File: src/rtl/ucfg_pkg.sv
package ucfg_pkg;
    localparam int DATA_W    = 32;
    localparam int BE_W      = DATA_W / 8;
    localparam int CODE_W    = 6;
    localparam int KHZ_W     = 16;
    localparam int PTR_W     = 8;

    localparam int POS_SSC   = 31;
    localparam int POS_EN    = 30;
    localparam int POS_CODE  = 24;
    localparam int POS_HIDE  = 23;
    localparam int POS_POL   = 22;
    localparam int POS_PPC   = 16;
    localparam int POS_P4    = 11;

    localparam int CODE_LO   = 6;
    localparam int CODE_HI   = 37;
    localparam int CODE_FRAC = 25;
    localparam int KHZ_BASE  = 20000;
    localparam int KHZ_STEP  = 1000;
    localparam int KHZ_FRAC  = 38400;

    typedef struct packed {
        logic              used;
        logic              en;
        logic [CODE_W-1:0] code;
        logic              restart;
    } freq_st_t;

    typedef struct packed {
        logic ssc;
        logic hide;
        logic ppc_dis;
        logic port4;
    } link_st_t;

    typedef struct packed {
        logic pol;
    } glob_st_t;

    function automatic int code_khz(input logic [CODE_W-1:0] c);
        int v;
        v = int'(c);
        if (v < CODE_LO || v > CODE_HI) return 0;
        if (v == CODE_FRAC)             return KHZ_FRAC;
        if (v < CODE_FRAC)              return KHZ_BASE + (v - CODE_LO) * KHZ_STEP;
        return KHZ_BASE + (v - CODE_LO - 1) * KHZ_STEP;
    endfunction
endpackage

File: src/rtl/ucfg_freq_lock.sv
module ucfg_freq_lock
    import ucfg_pkg::*;
(
    input  logic              clk,
    input  logic              grst_n,
    input  logic              wr_stb,
    input  logic              be_hi,
    input  logic              wd_en,
    input  logic [CODE_W-1:0] wd_code,
    output logic              en_o,
    output logic [CODE_W-1:0] code_o,
    output logic              restart_o
);
    freq_st_t st_d, st_q;

    always_comb begin
        st_d         = st_q;
        st_d.restart = 1'b0;
        if (wr_stb && be_hi) begin
            if (!st_q.used) begin
                st_d.used = 1'b1;
                st_d.en   = wd_en;
            end
            if (!st_q.en) begin
                st_d.code = wd_code;
            end
        end
        st_d.restart = st_d.en & ~st_q.en;
    end

    always_ff @(posedge clk or negedge grst_n) begin
        if (!grst_n) st_q <= '0;
        else         st_q <= st_d;
    end

    assign en_o      = st_q.en;
    assign code_o    = st_q.code;
    assign restart_o = st_q.restart;

    assert_once_R1: assert property (@(posedge clk) disable iff (!grst_n)
        (st_q.used && wr_stb && be_hi) |=> $stable(st_q.en));

    assert_code_locked_R2: assert property (@(posedge clk) disable iff (!grst_n)
        (st_q.en && wr_stb && be_hi) |=> $stable(st_q.code));

    assert_restart_single_R5: assert property (@(posedge clk) disable iff (!grst_n)
        st_q.restart |=> !st_q.restart);

    assert_restart_with_en_R5: assert property (@(posedge clk) disable iff (!grst_n)
        st_q.restart |-> st_q.en);
endmodule

File: src/rtl/ucfg_ctrl_fields.sv
module ucfg_ctrl_fields
    import ucfg_pkg::*;
(
    input  logic            clk,
    input  logic            grst_n,
    input  logic            link_rst_n,
    input  logic            wr_stb,
    input  logic [BE_W-1:0] be,
    input  logic            wd_ssc,
    input  logic            wd_hide,
    input  logic            wd_pol,
    input  logic            wd_ppc,
    input  logic            wd_p4,
    output logic            ssc_o,
    output logic            hide_o,
    output logic            pol_o,
    output logic            ppc_dis_o,
    output logic            port4_o
);
    link_st_t ln_d, ln_q;
    glob_st_t gl_d, gl_q;
    logic     any_rst_n;

    assign any_rst_n = grst_n & link_rst_n;

    always_comb begin
        ln_d = ln_q;
        gl_d = gl_q;
        if (wr_stb) begin
            if (be[POS_SSC/8]) ln_d.ssc = wd_ssc;
            if (be[POS_HIDE/8]) begin
                ln_d.hide    = wd_hide;
                ln_d.ppc_dis = wd_ppc;
                gl_d.pol     = wd_pol;
            end
            if (be[POS_P4/8]) ln_d.port4 = wd_p4;
        end
    end

    always_ff @(posedge clk or negedge any_rst_n) begin
        if (!any_rst_n) ln_q <= '0;
        else            ln_q <= ln_d;
    end

    always_ff @(posedge clk or negedge grst_n) begin
        if (!grst_n) gl_q <= '0;
        else         gl_q <= gl_d;
    end

    assign ssc_o     = ln_q.ssc;
    assign hide_o    = ln_q.hide;
    assign pol_o     = gl_q.pol;
    assign ppc_dis_o = ln_q.ppc_dis;
    assign port4_o   = ln_q.port4;

    assert_pol_keeps_link_R10: assert property (@(posedge clk) disable iff (!grst_n)
        (!link_rst_n && !(wr_stb && be[POS_POL/8])) |=> $stable(gl_q.pol));

    assert_link_clears_R10: assert property (@(posedge clk) disable iff (!grst_n)
        !link_rst_n |-> (ln_q == '0));
endmodule

File: src/rtl/ucfg_freq_decode.sv
module ucfg_freq_decode
    import ucfg_pkg::*;
(
    input  logic              strap,
    input  logic [CODE_W-1:0] code,
    output logic [CODE_W-1:0] pll_code_o,
    output logic [KHZ_W-1:0]  khz_o,
    output logic              rsvd_o
);
    int khz;

    always_comb begin
        khz        = code_khz(code);
        pll_code_o = strap ? code : '0;
        khz_o      = strap ? KHZ_W'(khz) : '0;
        rsvd_o     = strap && (khz == 0);
    end
endmodule

File: src/rtl/ucfg_lock_reg.sv
module ucfg_lock_reg
    import ucfg_pkg::*;
#(
    parameter int P_DATA_W = DATA_W,
    parameter int P_PTR_W  = PTR_W
) (
    input  logic                  clk,
    input  logic                  grst_n,
    input  logic                  link_rst_n,
    input  logic                  reg_sel,
    input  logic                  reg_wr,
    input  logic [P_DATA_W/8-1:0] reg_be,
    input  logic [P_DATA_W-1:0]   reg_wdata,
    output logic [P_DATA_W-1:0]   reg_rdata,
    input  logic                  strap_freq,
    input  logic [P_PTR_W-1:0]    cap_next_i,
    input  logic [P_DATA_W-1:0]   bar2_i,
    input  logic [P_DATA_W-1:0]   bar3_i,
    output logic [P_PTR_W-1:0]    cap_next_o,
    output logic [P_DATA_W-1:0]   bar2_o,
    output logic [P_DATA_W-1:0]   bar3_o,
    output logic [CODE_W-1:0]     pll_code_o,
    output logic [KHZ_W-1:0]      pll_khz_o,
    output logic                  pll_rsvd_o,
    output logic                  osc_restart_o,
    output logic                  ssc_dis_o,
    output logic                  pwr_act_high_o,
    output logic                  pwr_pulldn_en_o,
    output logic                  ppc_flag_o,
    output logic                  port4_dis_o
);
    logic              wr_stb;
    logic              en_q;
    logic [CODE_W-1:0] code_q;
    logic              ssc_q, hide_q, pol_q, ppc_dis_q, p4_q;
    logic [P_DATA_W-1:0] word;

    assign wr_stb = reg_sel & reg_wr;

    ucfg_freq_lock u_freq (
        .clk       (clk),
        .grst_n    (grst_n),
        .wr_stb    (wr_stb),
        .be_hi     (reg_be[POS_EN/8]),
        .wd_en     (reg_wdata[POS_EN]),
        .wd_code   (reg_wdata[POS_CODE +: CODE_W]),
        .en_o      (en_q),
        .code_o    (code_q),
        .restart_o (osc_restart_o)
    );

    ucfg_ctrl_fields u_ctrl (
        .clk        (clk),
        .grst_n     (grst_n),
        .link_rst_n (link_rst_n),
        .wr_stb     (wr_stb),
        .be         (reg_be[BE_W-1:0]),
        .wd_ssc     (reg_wdata[POS_SSC]),
        .wd_hide    (reg_wdata[POS_HIDE]),
        .wd_pol     (reg_wdata[POS_POL]),
        .wd_ppc     (reg_wdata[POS_PPC]),
        .wd_p4      (reg_wdata[POS_P4]),
        .ssc_o      (ssc_q),
        .hide_o     (hide_q),
        .pol_o      (pol_q),
        .ppc_dis_o  (ppc_dis_q),
        .port4_o    (p4_q)
    );

    ucfg_freq_decode u_dec (
        .strap      (strap_freq),
        .code       (code_q),
        .pll_code_o (pll_code_o),
        .khz_o      (pll_khz_o),
        .rsvd_o     (pll_rsvd_o)
    );

    always_comb begin
        word                         = '0;
        word[POS_SSC]                = ssc_q;
        word[POS_EN]                 = en_q;
        word[POS_CODE +: CODE_W]     = code_q;
        word[POS_HIDE]               = hide_q;
        word[POS_POL]                = pol_q;
        word[POS_PPC]                = ppc_dis_q;
        word[POS_P4]                 = p4_q;
        reg_rdata                    = (reg_sel && !reg_wr) ? word : '0;
        cap_next_o                   = hide_q ? '0 : cap_next_i;
        bar2_o                       = hide_q ? '0 : bar2_i;
        bar3_o                       = hide_q ? '0 : bar3_i;
        ssc_dis_o                    = ssc_q;
        pwr_act_high_o               = pol_q;
        pwr_pulldn_en_o              = ~pol_q;
        ppc_flag_o                   = ~ppc_dis_q;
        port4_dis_o                  = p4_q;
    end

    assert_restart_strobe_R5: assert property (@(posedge clk) disable iff (!grst_n)
        osc_restart_o |-> $rose(en_q));

    assert_strap_gate_R3: assert property (@(posedge clk) disable iff (!grst_n)
        (!strap_freq) |-> (pll_khz_o == '0 && !pll_rsvd_o));
endmodule

File: config.mk
export PLATFORM = sky130hd
export DESIGN_NAME = ucfg_lock_reg
export DESIGN_NICKNAME = d
export VERILOG_FILES = /design/src/rtl/ucfg_pkg.sv /design/src/rtl/ucfg_freq_lock.sv /design/src/rtl/ucfg_ctrl_fields.sv /design/src/rtl/ucfg_freq_decode.sv /design/src/rtl/ucfg_lock_reg.sv
export SDC_FILE = /design/constraint.sdc
export NUM_CORES = 1
export LEC_CHECK = 0
export ABC_CLOCK_PERIOD_IN_PS = 9200
export BUFFER_PORTS_ARGS = -buffer_cell sky130_fd_sc_hd__buf_2
export CAP_MARGIN = 0
export CORE_ASPECT_RATIO = 1.2
export CORE_MARGIN = 2
export CORE_UTILIZATION = 35
export DETAILED_ROUTE_END_ITERATION = 7
export GPL_TIMING_DRIVEN = 0
export PLACE_DENSITY = 0.58
export SYNTH_ARGS = -nofsm -noshare
export SYNTH_HDL_FRONTEND = slang
export SYNTH_SLANG_ARGS = --single-unit
export TNS_END_PERCENT = 10
File: constraint.sdc
create_clock -name clk -period 9.2 [get_ports clk]
set_clock_uncertainty 0.2 [all_clocks]
set_input_delay 0.46 -clock clk [delete_from_list [all_inputs] [get_ports clk]]
set_output_delay 0.46 -clock clk [all_outputs]
set_load 0.01 [all_outputs]
==> results by group, run 1 <==
GRT
  – GR Util met3: 0.0164
  – Largest net degree at the start of global routing: 17
  – Busiest grt layer: met2
  – Gr ovfl total: 0
  – First-pass GRT wire length: 40800 um
  – Initial antenna violation count: 0
  – Global-route track usage on met1: 0.221
  – GR Util All Layers: 0.200
  – Number of global-route vias before repair: 7836
  – Met2 Use GR: 0.386

Layout
  – Most frequent cells in the layout: buf_2, inv_1, ha_1
  – Area Overhead vs Synth: 21.2%
  – NumNets Final: 1612
  – Layout fillers: 2462
  – Antenna diodes: 0
  – Layout cell share with drive strength beyond 1: 0.243
  – Commonest non-fill, non-tap cell in the layout: buf_2

Setup path
  – Worst EP arrival: 8.04 ns
  – Worst path max stage delay: 0.54 ns
  – Most common cell on crit path: inv_1
  – Max FO, Critical Path: 10
  – Setup Crit Path Kind: reg -> out
  – Worst reg-to-reg setup slack: 7.66 ns
  – CP Launch Type: register
  – Crit. End Element: primary output
  – CP max stage cell: fa_1
  – Top Family by Delay on Critical Path: adder cells
  – Buf/Inv on CP: 8
  – Worst Path Required: 8.54 ns

Yosys
  – Mux contribution to synthesized area: 0.0315
  – Top post-synthesis cells by area: fa_1, ha_1, inv_1, nor2b_1, dfrtp_1
  – Mapped Cells: 1033
  – Main combinational cell family by area after synthesis: adder cells
  – Synth cell types: 83
  – Prevailing post-synth register cell: dfrtp_1
  – Synth Register Bits: 14
  – Asr flop ratio synth: 1.00
  – Synth area leader: fa_1
  – Synthesized-area fraction occupied by adder cells: 0.412
  – Post-synthesis simple-gate area fraction: 0.189
  – Yosys warning count: 0
  – Post-synth EDFFs: 0
  – Post-synthesis sequential area ratio: 0.0410
  – Area share of the largest cell type after synthesis: 0.227
  – Syn_area_per_cell: 8.27 sq um
  – Synthesized cell area: 8540 sq um
  – Synth Area in XOR/XNOR: 0.0631
  – Synth Area in Compound Gates: 0.136

Floorplan
  – Die Y: 175 um
  – Die ar.: 25700 sq um
  – FP Rows: 62
  – Top Ports: 247
  – Die X: 147 um
  – Core area: 24000 sq um
  – Initial core utilization: 0.356

Clocking
  – Clk pin slew, worst setup/hold paths: 0.05 ns
  – Clock latency on the worst-skew pair: 0.25 ns
  – CTS sink cnt: 14
  – CTS tree: done
  – Worst-case clock buffer depth: 2
  – CTS buffer count: 3
  – Clock root buffer: clkbuf_16
  – CTS H-tree lvls: 1

Run
  – Maxcap violations: 0

Outcome
  – Status: completed

STA
  – Fin crit share: 0.945
  – Final Hold Viols: 0
  – Slew @ Worst Pin: 0.729 ns
  – Fmax: 115 MHz
  – Slew Viols, Final: 0
  – Endpoints failing setup: 0
  – Fin crit period: 8.70 ns
  – Max-slew headroom: 0.511
  – Final TNS setup: 0 ns

Routing
  – Final ANT Viol Nets: 0
  – 1st-iter DRT viols: 327
  – Drt via density: 4.90
  – DRT Pass-1 Iters: 5
  – Via Count: 7809
  – Residual DRC: 0
  – Post-Route WL: 25900 um
  – Average wire per standard cell: 16.2 um

Placed design
  – Post-detail-place hpwl: 22700 um
  – Placer congestion estimate: 0.907
  – # port buffers: 202

Hold path
  – Worst Hold Class: in -> reg
## worst reg2reg max path, cell delays in order (launching register included)
cell and delay [ns]:
dfrtp_1 0.38, or2_2 0.29, clkbuf_1 0.22, mux2_2 0.33
## cell type report
type | count | area, sq um | share of cell area
plain buffers | 54 | 327 | 0.0315
flip-flops and latches | 14 | 352 | 0.0340
clock buffers | 4 | 88.8 | 0.00858
repair buffers | 215 | 1130 | 0.109
multi-input cells | 785 | 7300 | 0.705
well taps | 320 | 400 | 0.0387
inverters | 202 | 764 | 0.0738
## metrics by stage
| step | hold WS, ns | instances | worst slack, ns | area [sq um] | utilization |
|---|---|---|---|---|---|
| 2_1_floorplan | -0.0356 | 1055 | 0.805 | 8620 | - |
| 3_3_place_gp | 0.145 | 1577 | -1.12 | 10000 | 0.419 |
| 3_5_place_dp | 0.145 | 1577 | -0.626 | 10000 | 0.419 |
| 4_1_cts | 0.248 | 1585 | 0.0243 | 10200 | 0.426 |
| 5_1_grt | 0.256 | 1594 | -0.000876 | 10400 | 0.432 |
| 6_report | 0.247 | 1594 | 0.505 | 10400 | 0.432 |
## layer usage
metal / routed length [um] / up-vias
met3: 1340 / 44
met5: 0 / -
li1: - / 3830
met1: 9750 / 3679
met2: 13500 / 256
met4: 1290 / 0
## registers in the layout, indices dropped and copies added, names as in the netlist
signal	flops
u_freq.code_o	6
u_ctrl.hide_o	1
u_ctrl.pol_o	1
u_ctrl.port4_o	1
u_ctrl.ppc_dis_o	1
u_ctrl.ssc_o	1
u_freq.en_o	1
u_freq.restart_o	1
u_freq.st_q	1
## cell usage after synthesis, types with 3 or more instances
library cell,instances
and2_1,25
xnor2_1,40
a21o_1,15
o31ai_1,3
buf_4,26
o21bai_1,3
a31o_1,4
nor4_1,5
nand3b_1,4
o21a_1,5
o211ai_1,6
nand2_1,50
ha_1,126
nor2b_1,75
clkbuf_1,17
o211ai_2,3
inv_1,199
fa_1,97
nor3_1,9
a21oi_1,43
dfrtp_1,14
or3_1,3
o21ai_0,20
mux2_2,14
nand2b_1,7
or2_2,3
nand3_1,18
a211oi_1,3
buf_2,8
inv_2,3
xor2_1,19
nor2_1,47
mux2i_1,10
and3_1,11
nand4_1,13
a31oi_1,8
nor3b_1,6
o21ai_1,9
or4_1,3
## cells by family after synthesis
family | after synthesis
multiplexers | 25
AO/OA/AOI/OAI | 163
XOR/XNOR | 60
AND/OR/NAND/NOR | 291
other | 1
buffers and inverters | 256
flip-flops | 14
adder cells (fa/ha/maj) | 223
## path summary, 6_finish.rpt
check | cells past startpoint | from | to
min | 2 | reg_wdata[24] | u_freq.code_o[0]
min reg2reg | 1 | u_freq.st_q[8] | u_freq.restart_o
max in group asynchronous | 3 | grst_n | u_ctrl.ssc_o
max reg2reg | 3 | u_freq.en_o | u_freq.code_o[2]
min in group asynchronous | 2 | grst_n | u_ctrl.pol_o
max | 28 | u_freq.code_o[1] | pll_rsvd_o
## what timing repair did
item,in CTS,in global routing
hold endpoints to repair,14,0
setup endpoints to repair,1,1
pin swaps,1,4
buffers inserted,2,9
hold buffers,2,0
resized for setup,7,15
Power of run 1 is not shown: default switching activity piles up to over one toggle a cycle in this logic, so the estimate is an artifact.
==> run 2: changes to the inputs <==
CORE_UTILIZATION = 25   (was 35)
PLACE_DENSITY = 0.44   (was 0.58)
==> run 2 against run 1 <==
  * Setup slack worse by 0.030 ns
  * Design area is 1.9% higher
  * Global-route usage is 4.2 points lower
==> results by group, run 2 (synthesized netlist as in run 1, its figures left out) <==
Outcome
  – Status: completed (unchanged)

STA
  – Endpoints failing setup: 0 (unchanged)
  – Fmax: 115 MHz (about the same)
  – Max-slew headroom: 0.484 (was 0.511)
  – Final Hold Viols: 0 (unchanged)
  – Fin crit share: 0.948 (was 0.945)
  – Slew @ Worst Pin: 0.770 ns (was 0.729 ns)
  – RSZ-0062 raised after global routing: false
  – Slew Viols, Final: 0 (unchanged)
  – Final TNS setup: 0 ns (unchanged)
  – Fin crit period: 8.73 ns (was 8.70 ns)

Clocking
  – CTS sink cnt: 14 (unchanged)
  – Clk pin slew, worst setup/hold paths: 0.05 ns (about the same)
  – CTS buffer count: 3 (unchanged)
  – Clock latency on the worst-skew pair: 0.25 ns (about the same)
  – CTS tree: done (unchanged)
  – Worst-case clock buffer depth: 2 (unchanged)
  – Clock root buffer: clkbuf_16 (unchanged)
  – CTS H-tree lvls: 1 (unchanged)

Setup path
  – Buf/Inv on CP: 7 (was 8)
  – Worst EP arrival: 8.07 ns (was 8.04 ns)
  – Worst Path Required: 8.54 ns (about the same)
  – Setup Crit Path Kind: reg -> out (unchanged)
  – CP Launch Type: register (unchanged)
  – Top Family by Delay on Critical Path: adder cells (unchanged)
  – Worst path max stage delay: 0.54 ns (about the same)
  – Crit. End Element: primary output (unchanged)
  – Max FO, Critical Path: 13 (was 10)
  – CP max stage cell: fa_1 (unchanged)
  – Most common cell on crit path: fa_1 (was inv_1)

Placed design
  – Post-detail-place hpwl: 24600 um (was 22700 um)
  – # port buffers: 202 (unchanged)
  – Placed cell count: 1713 (was 1577)
  – Dpl cell area: 10200 sq um (was 10000 sq um)
  – Placer congestion estimate: 0.840 (was 0.907)

Routing
  – Via Count: 7720 (was 7809)
  – DRT Pass-1 Iters: 4 (was 5)
  – Post-Route WL: 27800 um (was 25900 um)
  – Residual DRC: 0 (unchanged)
  – 1st-iter DRT viols: 278 (was 327)
  – Drt via density: 4.45 (was 4.90)
  – Average wire per standard cell: 16.0 um (was 16.2 um)
  – Final ANT Viol Nets: 0 (unchanged)

Layout
  – Antenna diodes: 0 (unchanged)
  – NumNets Final: 1618 (was 1612)
  – Max reg flops: 6 (unchanged)
  – Layout cell share with drive strength beyond 1: 0.245 (was 0.243)
  – Most frequent cells in the layout: buf_2, inv_1, ha_1 (unchanged)
  – Commonest non-fill, non-tap cell in the layout: buf_2 (unchanged)
  – Register area: 350 sq um (was 352 sq um)
  – Multi-input gate area: 7280 sq um (was 7300 sq um)
  – Final Non-Filler Cells: 1736 (was 1594)
  – Area Overhead vs Synth: 23.5% (was 21.2%)
  – Post-layout instance area: 10500 sq um (was 10400 sq um)
  – Layout Utilization: 0.311 (was 0.432)
  – Layout fillers: 3727 (was 2462)

GRT
  – Initial antenna violation count: 1 (was 0)
  – First-pass GRT wire length: 44200 um (was 40800 um)
  – Largest net degree at the start of global routing: 17 (unchanged)
  – Number of global-route vias before repair: 7991 (was 7836)
  – GR Util All Layers: 0.158 (was 0.200)
  – Gr ovfl total: 0 (unchanged)

Floorplan
  – Die X: 173 um (was 147 um)
  – Die ar.: 35700 sq um (was 25700 sq um)
  – FP Rows: 74 (was 62)
  – Core area: 33900 sq um (was 24000 sq um)
  – Die Y: 206 um (was 175 um)
  – Initial core utilization: 0.252 (was 0.356)
  – Top Ports: 247 (unchanged)

Run
  – Maxcap violations: 0 (unchanged)

Hold path
  – Worst Hold Class: in -> reg (unchanged)
run 2: cell count changes in the layout (fill, tap and decap cells not counted), sizes merged:
| cell | delta |
|---|---|
| buf | +7 |
| clkbuf | -1 |
run 2: per-layer routing:
metal / track usage / vias to the layer above / wire length (um)
li1: - / 3830 / -
met1: 0.168 / 3659 / 10600
met2: 0.321 / 205 / 14900
met3: 0.0254 / 26 / 1580
met4: 0.0372 / 0 / 693
met5: 0 / - / 0
run 2: final timing paths:
check	endpoint	startpoint	slack, ns	cells past startpoint
worst max-delay path	pll_rsvd_o	u_freq.code_o[1]	0.47	28
worst min-delay path	u_freq.code_o[1]	reg_wdata[25]	0.25	2
worst max register to register	u_freq.code_o[4]	u_freq.en_o	7.67	3
worst min register to register	u_freq.restart_o	u_freq.st_q[8]	0.26	1
max in group asynchronous	u_ctrl.ssc_o	grst_n	7.84	3
min in group asynchronous	u_freq.st_q[8]	grst_n	0.47	2
run 2: final cells by class:
| type | instances | share of cell area |
|---|---|---|
| Tap cell | 456 | 0.0541 |
| Sequential cell | 14 | 0.0332 |
| Buffer | 53 | 0.0306 |
| Clock buffer | 4 | 0.00842 |
| Timing Repair Buffer | 222 | 0.111 |
| Multi-Input combinational cell | 785 | 0.691 |
| Inverter | 202 | 0.0725 |
run 2: timing repair:
action	CTS	global route
endpoints found under the setup margin	1	1
resized for setup	8	12
pin swaps	1	4
hold endpoints to repair	14	0
hold buffers	2	0
setup buffers	3	15
run 2: stage by stage:
step	hold slack (ns)	setup slack, ns
after floorplan	-0.0356	0.805
after global placement	0.151	-1.35
after detailed placement	0.153	-0.760
after CTS	0.242	0.00886
after global routing	0.247	0.000536
final	0.246	0.474
run 2: worst register-to-register path: stages (launching register included):
cell and delay, ns:
dfrtp_1 0.37, or2_2 0.29, clkbuf_1 0.22, mux2_2 0.33
Power of run 2 is left out for the same reason.
==> run 3: changes to the inputs <==
REMOVE_ABC_BUFFERS = 1   (was not set)
==> run 3 against run 2 <==
  * Global-route usage is 1.0 points lower
  * Final cell count shrank 3.6%
  * Non-clock buffer count is 62 lower
  * Sequential cell count stayed put
  * Die area unchanged
  * Setup slack gained 0.049 ns
  * Wire length shrank 6.6%
  * Maximum frequency increased by 0.56%
  * Clock-buffer cell count unchanged
  * Via count decreased by 2.3%
  * Largest cell class unchanged
==> results by group, run 3 (synthesized netlist as in run 1, its figures left out) <==
Outcome
  – Status: completed (unchanged)

Routing
  – 1st-iter DRT viols: 323 (was 278)
  – Residual DRC: 0 (unchanged)
  – Average wire per standard cell: 15.5 um (was 16.0 um)
  – DRT Pass-1 Iters: 5 (was 4)
  – Drt via density: 4.50 (was 4.45)
  – Via Count: 7541 (was 7720)
  – Post-Route WL: 25900 um (was 27800 um)
  – Final ANT Viol Nets: 0 (unchanged)

GRT
  – Initial antenna violation count: 0 (was 1)
  – Largest net degree at the start of global routing: 63 (was 17)
  – First-pass GRT wire length: 41700 um (was 44200 um)
  – GR Util All Layers: 0.147 (was 0.158)
  – Gr ovfl total: 0 (unchanged)
  – Number of global-route vias before repair: 7762 (was 7991)

STA
  – Fin crit share: 0.943 (was 0.948)
  – Fmax: 115 MHz (about the same)
  – Slew Viols, Final: 0 (unchanged)
  – Final Worst Setup Slack: 0.523 ns (was 0.474 ns)
  – RSZ-0062 raised after global routing: false (unchanged)
  – Slew @ Worst Pin: 1.22 ns (was 0.770 ns)
  – Endpoints failing setup: 0 (unchanged)
  – Fin crit period: 8.68 ns (was 8.73 ns)
  – Max-slew headroom: 0.188 (was 0.484)
  – Final TNS setup: 0 ns (unchanged)
  – Final Hold Viols: 0 (unchanged)

Clocking
  – CTS tree: done (unchanged)
  – Clk pin slew, worst setup/hold paths: 0.05 ns (about the same)
  – CTS sink cnt: 14 (unchanged)
  – CTS buffer count: 3 (unchanged)
  – Worst-case clock buffer depth: 2 (unchanged)
  – Clock root buffer: clkbuf_16 (unchanged)
  – CTS H-tree lvls: 1 (unchanged)
  – Clock latency on the worst-skew pair: 0.25 ns (about the same)

Setup path
  – Max FO, Critical Path: 11 (was 13)
  – Setup Crit Path Kind: reg -> out (unchanged)
  – Worst EP arrival: 8.02 ns (was 8.07 ns)
  – CP Launch Type: register (unchanged)
  – Worst Path Required: 8.54 ns (about the same)
  – Crit. End Element: primary output (unchanged)

Layout
  – NumNets Final: 1556 (was 1618)
  – Layout cell share with drive strength beyond 1: 0.227 (was 0.245)
  – Final Non-Filler Cells: 1674 (was 1736)
  – Layout Utilization: 0.301 (was 0.311)
  – Area Overhead vs Synth: 19.3% (was 23.5%)
  – Register area: 362 sq um (was 350 sq um)
  – Layout fillers: 3656 (was 3727)
  – Antenna diodes: 0 (unchanged)
  – Max reg flops: 6 (unchanged)
  – Most frequent cells in the layout: buf_2, inv_1, ha_1 (unchanged)
  – Multi-input gate area: 7300 sq um (was 7280 sq um)
  – Commonest non-fill, non-tap cell in the layout: buf_2 (unchanged)

Placed design
  – DP Worst Slack: -0.559 ns (was -0.760 ns)
  – Placer congestion estimate: 0.813 (was 0.840)
  – Post-detail-place hpwl: 22700 um (was 24600 um)
  – Placed cell count: 1660 (was 1713)
  – # port buffers: 202 (unchanged)

Floorplan
  – Top Ports: 247 (unchanged)
  – Core area: 33900 sq um (unchanged)
  – FP Rows: 74 (unchanged)
  – Die Y: 206 um (unchanged)
  – Die X: 173 um (unchanged)
  – Initial core utilization: 0.252 (unchanged)
  – Die ar.: 35700 sq um (unchanged)

Hold path
  – Worst Hold Class: in -> reg (unchanged)

Run
  – Maxcap violations: 0 (unchanged)
[run 3: cell count changes in the layout (fill, tap and decap cells not counted), moves of 2 or more]
cell | previous run | this run
dfrtp_2 | 0 | 6
clkbuf_1 | 15 | 0
buf_6 | 2 | 0
buf_4 | 44 | 8
buf_2 | 210 | 202
dfrtp_1 | 14 | 7
[run 3: repair_timing]
item | 4_1_cts | 5_1_grt
resized for setup | 10 | 16
hold endpoints to repair | 14 | 0
endpoints found under the setup margin | 1 | 1
buffers inserted | 3 | 5
hold buffers | 2 | 0
pin swaps | 2 | 1
[run 3: final cells by class]
cell class,instances,share of cell area
multi-input cells,785,0.716
repair buffers,213,0.109
inverters,202,0.0748
well taps,456,0.0560
flip-flops and latches,14,0.0355
clock buffers,4,0.00872
[run 3: worst max-delay path, cell delays in order, from the launching register on]
cell      delay, ns
dfrtp_2        0.49
ha_1           0.33
nor3_4         0.29
xnor2_4        0.23
ha_1           0.26
inv_1          0.08
o21ai_4        0.30
ha_2           0.42
fa_1           0.49
fa_1           0.51
inv_1          0.06
fa_1           0.53
inv_1          0.06
fa_1           0.49
ha_1           0.40
a21o_1         0.22
a221o_1        0.38
a31o_2         0.26
a31oi_1        0.21
xnor2_1        0.20
o21ai_1        0.13
and4bb_1       0.41
nor4bb_1       0.26
o21ba_2        0.17
nand4_1        0.09
o41ai_1        0.30
buf_2          0.19
[run 3: path summary, 6_finish.rpt]
path | startpoint | to | slack, ns | depth (start not counted)
worst max register to register | u_freq.en_o | u_freq.code_o[5] | 7.81 | 2
min in group asynchronous | grst_n | u_freq.restart_o | 0.43 | 2
worst min-delay path | reg_wdata[11] | u_ctrl.port4_o | 0.25 | 2
max in group asynchronous | grst_n | u_ctrl.hide_o | 7.86 | 3
worst min register to register | u_freq.st_q[8] | u_freq.restart_o | 0.26 | 1
worst max-delay path | u_freq.code_o[1] | pll_rsvd_o | 0.52 | 26
[run 3: stage by stage]
| stage | hold slack [ns] | area (sq um) |
|---|---|---|
| finish | 0.246 | 10200 |
| global route | 0.253 | 10200 |
| CTS | 0.242 | 10100 |
| detailed placement | 0.156 | 9910 |
| global placement | 0.149 | 9880 |
| floorplan | -0.0356 | 8300 |
[run 3: metal layers]
metal,share of wire,GRT usage,wire [um],vias to the layer above
met5,0,0,0,-
li1,-,-,-,3704
met1,0.40,0.168,10500,3605
met4,0.027,0.0393,707,0
met2,0.53,0.294,13700,209
met3,0.041,0.0107,1070,23
Power of run 3 is left out for the same reason.
